### src/rtl/dma_page_bank.sv
module dma_page_bank #(
  parameter int ADDR_W = 16,
  parameter int PAGE_W = 8,
  parameter int HI_USE = 7
) (
  input  logic                          clk,
  input  logic                          rst_n,
  input  logic                          hi_en,
  input  logic                          lo_wr_en,
  input  logic [2:0]                    lo_wr_off,
  input  logic [PAGE_W-1:0]             lo_wr_data,
  input  logic [2:0]                    lo_rd_off,
  output logic [PAGE_W-1:0]             lo_rd_data,
  input  logic                          hi_wr_en,
  input  logic [2:0]                    hi_wr_off,
  input  logic [PAGE_W-1:0]             hi_wr_data,
  input  logic [2:0]                    hi_rd_off,
  output logic [PAGE_W-1:0]             hi_rd_data,
  input  logic [1:0]                    xl_chan,
  input  logic [ADDR_W-1:0]             xl_addr,
  output logic [HI_USE+PAGE_W+ADDR_W-1:0] xl_phys
);
  localparam int NCH = 4;

  // returns {hit, channel}
  function automatic logic [2:0] decode(input logic [2:0] off);
    case (off)
      3'd7:    decode = {1'b1, 2'd0};
      3'd3:    decode = {1'b1, 2'd1};
      3'd1:    decode = {1'b1, 2'd2};
      3'd2:    decode = {1'b1, 2'd3};
      default: decode = 3'b000;
    endcase
  endfunction

  logic [NCH-1:0][PAGE_W-1:0] lo_q, hi_q;
  logic [2:0] lo_w, hi_w, lo_r, hi_r;

  assign lo_w = decode(lo_wr_off);
  assign hi_w = decode(hi_wr_off);
  assign lo_r = decode(lo_rd_off);
  assign hi_r = decode(hi_rd_off);

  for (genvar c = 0; c < NCH; c++) begin : g_ch
    always_ff @(posedge clk or negedge rst_n) begin
      if (!rst_n) begin
        lo_q[c] <= '0;
        hi_q[c] <= '0;
      end else begin
        if (lo_wr_en && lo_w[2] && lo_w[1:0] == c[1:0])
          lo_q[c] <= lo_wr_data;
        if (hi_en && hi_wr_en && hi_w[2] && hi_w[1:0] == c[1:0])
          hi_q[c] <= hi_wr_data;
      end
    end
  end

  assign lo_rd_data = lo_r[2] ? lo_q[lo_r[1:0]] : '0;
  assign hi_rd_data = (hi_en && hi_r[2]) ? hi_q[hi_r[1:0]] : '0;

  logic [HI_USE-1:0] hi_fld;
  assign hi_fld  = hi_en ? hi_q[xl_chan][HI_USE-1:0] : '0;
  assign xl_phys = {hi_fld, lo_q[xl_chan], xl_addr};
endmodule

### config.mk
export PLATFORM = sky130hd
export DESIGN_NAME = dma_page_bank
export DESIGN_NICKNAME = d
export VERILOG_FILES = /design/src/rtl/dma_page_bank.sv
export SDC_FILE = /design/constraint.sdc
export NUM_CORES = 1
export LEC_CHECK = 0
export ABC_CLOCK_PERIOD_IN_PS = 1900
export BUFFER_PORTS_ARGS = -buffer_cell sky130_fd_sc_hd__buf_2
export CAP_MARGIN = 20
export CELL_PAD_IN_SITES_DETAIL_PLACEMENT = 0
export CELL_PAD_IN_SITES_GLOBAL_PLACEMENT = 1
export CORE_MARGIN = 1
export CORE_UTILIZATION = 30
export CTS_CLUSTER_DIAMETER = 100
export CTS_CLUSTER_SIZE = 30
export DETAILED_ROUTE_END_ITERATION = 16
export PLACE_DENSITY_LB_ADDON = 0.25
export SETUP_SLACK_MARGIN = 0.02
export SYNTH_ARGS = -nofsm -noshare
export SYNTH_HDL_FRONTEND = slang
export SYNTH_SLANG_ARGS = --single-unit
### constraint.sdc
create_clock -name clk -period 1.9 [get_ports clk]
set_input_delay 0.19 -clock clk [delete_from_list [all_inputs] [get_ports clk]]
set_output_delay 0.19 -clock clk [all_outputs]
set_load 0.05 [all_outputs]
* After elaboration in Yosys (flattened, before gate mapping)
Index checks and enable logic that the tools add are counted.
Storage, ports and cells: input port bits 51, word-level logic and storage cells 62, bits in registers 64, output and inout port bits 47
Operators by class: $lt $le $gt $ge 3, equality and inequality tests 22, reductions and logical operators 14, multiplexer cells 15
Operator list (number):
- $bmux 8 s2 | 4
- $pmux 3 s4 | 4
- $mux 8 | 5
- $eq 3x2->1 const B | 8
- $mux 7 | 2
- $eq 3x1->1 const B | 4
- $eq 3x3->1 const B | 4
- $logic_and 1x1->1 | 12
- $lt 2x3->1 const B | 3
- $eq 2x2->1 const B | 4
- $eq 2x1->1 const B | 2
- $logic_not 2->1 | 2

* Logic depth before layout (Yosys ltp)
depth in word-level cells 5, depth in mapped cells 4, mapped depth without buffers 3

* Least setup slack after synthesis
No wires, ideal clock.
path kind input to output, from in lo_rd_off[0], to out lo_rd_data[5], path buffers 1, setup slack -0.023 ns, arrival 1.733 ns, data required time 1.710 ns, cell stages on the path 3, path through clkbuf_1 > nand2_1 > o21ai_0
Between the ends: longest elaborated chain between the ends 5, elaborated cells between the ends (all ways) 8, those cells by class eq/ne: 4; mux: 4
Ends and longest elaborated chain:
- from (decl) | RTL line 12 | input logic [2:0] lo_rd_off,
- $eq 3x2->1 (tied with other cells) | RTL line 27 | case (off)
- $pmux 3 s4 * | RTL line 27
- $bmux 8 s2 | RTL line 58 | assign lo_rd_data = lo_r[2] ? lo_q[lo_r[1:0]] : '0;
- $mux 8 (not written as such) | RTL line 58
- $mux 8 * | RTL line 58
- to (decl) | RTL line 13 | output logic [PAGE_W-1:0] lo_rd_data,
Mark *: on every way between the ends. The rest lies on a longest branch, timed or not. The select of a mux whose other input is x is not followed.

* Final worst setup path
from reg hi_q[4] (netlist name), to out xl_phys[28]
Between the ends: longest elaborated chain between the ends 3
Ends and longest elaborated chain:
- from (decl) | RTL line 36 | logic [NCH-1:0][PAGE_W-1:0] lo_q, hi_q;
- from (signal, indexed assignment) | RTL line 53 | hi_q[c] <= hi_wr_data;
- $bmux 8 s2 | RTL line 62 | assign hi_fld = hi_en ? hi_q[xl_chan][HI_USE-1:0] : '0;
- $mux 7 (not written as such) | RTL line 62
- $mux 7 | RTL line 62
- to (decl) | RTL line 21 | output logic [HI_USE+PAGE_W+ADDR_W-1:0] xl_phys
Every way passes these cells. The select of a mux whose other input is x is not followed.

==> impl_metrics.ini <==
[synthesis]
synth_area_per_cell_um2 = 13.1
synth_top_flop_cell = dfrtp_1
yosys.cell_types.count = 33
netlist_instances = 271
ys_ff_latch = 64
synthArstFlopShare_pct = 100
synth_edf_count = 0
yosys_warnings = 0
syn_area_um2 = 3550
synth_nets = 322
seq_area_frac_synth_pct = 45.1

[critical_path]
critical_path_class = reg -> out
worstPathRequired_ps = 1710
max_stage_delay_ps = 470
arrival_ps = 1580
slowest_stage = mux4_2
r2r.worst_path.cells = 1
end_kind = output pin
path_delay_family = multiplexers
r2r_start = hi_q[16]
reg2reg_slack_ps = 1110
start_kind = flop
reg2reg_to = hi_q[16]
path_buf_inv = 1
cp_max_fo = 3
crit_path_cell_trace = mux4_2 > and2_1 > buf_2

[layout]
multi_input_area_um2 = 1770
final_cell_area_um2 = 4360
layout-drive-gt1-share_pct = 54.3
nNetsFinal = 387
areaGrowthSynthToFinish_pct = 22.8
regArea_um2 = 1600
fin_cells = 484
antenna_cells = 0
nFillCells = 1100

[global_route]
grt_max_degree = 65
antenna_found_initial = 0
track_usage_pct = 15.1
grt_pass1_vias = 2617
grt_pass1_wl_um = 14300
overflow = 0

[cts]
clk_pin_slew_ps = 60
cts_sinks = 64
insertion_delay_ps = 320
cts_tree = built
cts_max_level = 3
cts_buffers = 9
post-cts-setup-buffers = 0
root_buffer = clkbuf_16
cts_buffer_depth = 2

[place]
dp_slack_ps = 243
io_buffers = 65
hpwl_um = 6240
dpl_cell_area_um2 = 4010
dp.cells = 467
gp_congestion = 0.729

[min_path]
min_delay_path_depth = 2
hp-class = in -> reg
holdCritStartpoint = lo_wr_data[3]
min_delay_worst_endpoint = lo_q[3]

[detailed_routing]
vias = 2428
detail-route-antenna-nets = 0
drtIter0Drc = 74
viasPerCell = 5.02
wl_per_cell_um = 18.1
drt-total-wl_um = 8740
remaining_drc_errors = 0
drt-pass1-iter-count = 4

[power]
leakagePower_uw = 0.00193
switching_share_pct = 30.9
sequentialPowerShare_pct = 38.4
p_switching_uw = 1540
powerDensity_nw_per_um2 = 1140
p_int_uw = 3450
pwr-share-comb_pct = 26.3
finalPower_uw = 4990
pwr-share-clk_pct = 35.3
max-vdd-ir-drop_mv = 0.414

[floorplanning]
die_area_um2 = 12300
initial_utilization_pct = 31.0
die_h_um = 111
core_area_um2 = 11500
fp-row-count = 39
ioPinCount = 98
die_w_um = 111

[timing]
tightest_slew_ps = 622
whs_ps = 142
slew_headroom_pct = 58.6
setup_viol = 0
clock.fmax_ghz = 0.566
fin_crit_ps = 1770
hold_viol = 0
rsz0062_at_grt = no
slew_violations = 0
worst_slack_ps = 134
finalClockSkew_ps = 0
timing.final.crit_share_pct = 92.9

[run]
max_cap_viol_count = 0

[status]
status = finished clean
==> worst max-delay path by stage <==
stage | startpoint | end | slack, ps | depth (start not counted)
after floorplan | lo_rd_off[0] | lo_rd_data[5] | -20 | 3
after global placement | xl_chan[0] | xl_phys[16] | 230 | 4
after detailed placement | xl_chan[0] | xl_phys[20] | 240 | 4
after CTS | hi_q[30] | hi_rd_data[6] | 30 | 4
after global routing | hi_q[4] | xl_phys[28] | 90 | 3
final | hi_q[4] | xl_phys[28] | 130 | 3
==> cell usage after synthesis (3+ instances only) <==
library cell | count | area (um2)
dfrtp_1 | 64 | 1600
mux2_2 | 56 | 631
buf_4 | 16 | 120
mux4_2 | 15 | 338
nand2_1 | 14 | 52.6
o21ai_0 | 11 | 55.1
nor2b_1 | 9 | 56.3
a21oi_1 | 8 | 40.0
mux2_4 | 8 | 120
mux2i_1 | 8 | 80.1
and2_1 | 7 | 43.8
o221ai_1 | 7 | 61.3
buf_2 | 6 | 30.0
clkbuf_1 | 6 | 22.5
nand3_1 | 6 | 30.0
o211ai_1 | 5 | 37.5
a32oi_1 | 3 | 26.3
==> cell usage in the layout (no fill, tap or decap), types with 2 or more instances in the layout <==
| master | count |
|---|---|
| a21oi_1 | 8 |
| a32oi_1 | 3 |
| and2_1 | 7 |
| buf_2 | 64 |
| buf_4 | 17 |
| bufinv_16 | 2 |
| clkbuf_16 | 9 |
| clkinvlp_4 | 2 |
| dfrtp_1 | 64 |
| inv_1 | 2 |
| mux2_2 | 56 |
| mux2_4 | 8 |
| mux2i_1 | 8 |
| mux4_2 | 15 |
| nand2_1 | 14 |
| nand3_1 | 5 |
| nand3b_1 | 2 |
| nor2_1 | 2 |
| nor2b_1 | 9 |
| nor4b_4 | 2 |
| nor4bb_1 | 2 |
| o211ai_1 | 5 |
| o21ai_0 | 11 |
| o221ai_1 | 7 |
| or4b_4 | 2 |
==> power groups by stage <==
stage	combinational [uW]	sequential [uW]	clock (uW)
floorplan	1120	1840	0
global placement	1310	1930	0
detailed placement	1330	1930	0
CTS	1330	1910	1800
global route	1410	1960	1860
finish	1310	1920	1760
==> final cells by class <==
cell class,instances,area share [%]
multi-input combinational,176,40.6
sequential,64,36.7
inverter,2,0.172
timing repair buffer,83,11.0
clock buffer,11,5.57
tap,143,4.10
clock inverter,5,1.84
==> metal layers <==
| layer | GRT usage [%] | up-vias | part of all wire [%] |
|---|---|---|---|
| li1 | - | 1136 | - |
| met1 | 21.0 | 1229 | 48 |
| met2 | 22.8 | 49 | 46 |
| met3 | 3.12 | 14 | 3.7 |
| met4 | 5.96 | 0 | 1.8 |
| met5 | 0 | - | 0 |
==> registers in the layout, summed over array words and instances (netlist names) <==
name,cells
hi_q,32
lo_q,32
==> kinds of logic (layout without fill, tap and decap cells) <==
group           Yosys count  after routing  synth area share, %
mux                      87             87                 32.9
flops                    64             64                 45.1
simple gates             54             54                 10.1
compound gates           35             35                 6.48
buf+inv                  31            101                 5.39
==> per-stage QoR <==
| step | utilization [%] | setup TNS, ps |
|---|---|---|
| after global placement | 35.0 | 0 |
| after CTS | 38.0 | 0 |
| after global routing | 38.0 | 0 |
| final | 38.0 | 0 |
| after floorplan | - | -58.1 |
| after detailed placement | 35.0 | 0 |
==> timing repair <==
action                                  CTS  global route
gates cloned                              0             0
hold buffers                              1             0
pin swaps                                 0             0
resized for setup                         3             1
endpoints found under the hold margin    64             0
endpoints found under the setup margin    1             1
Power figures use the tool's default switching activity.
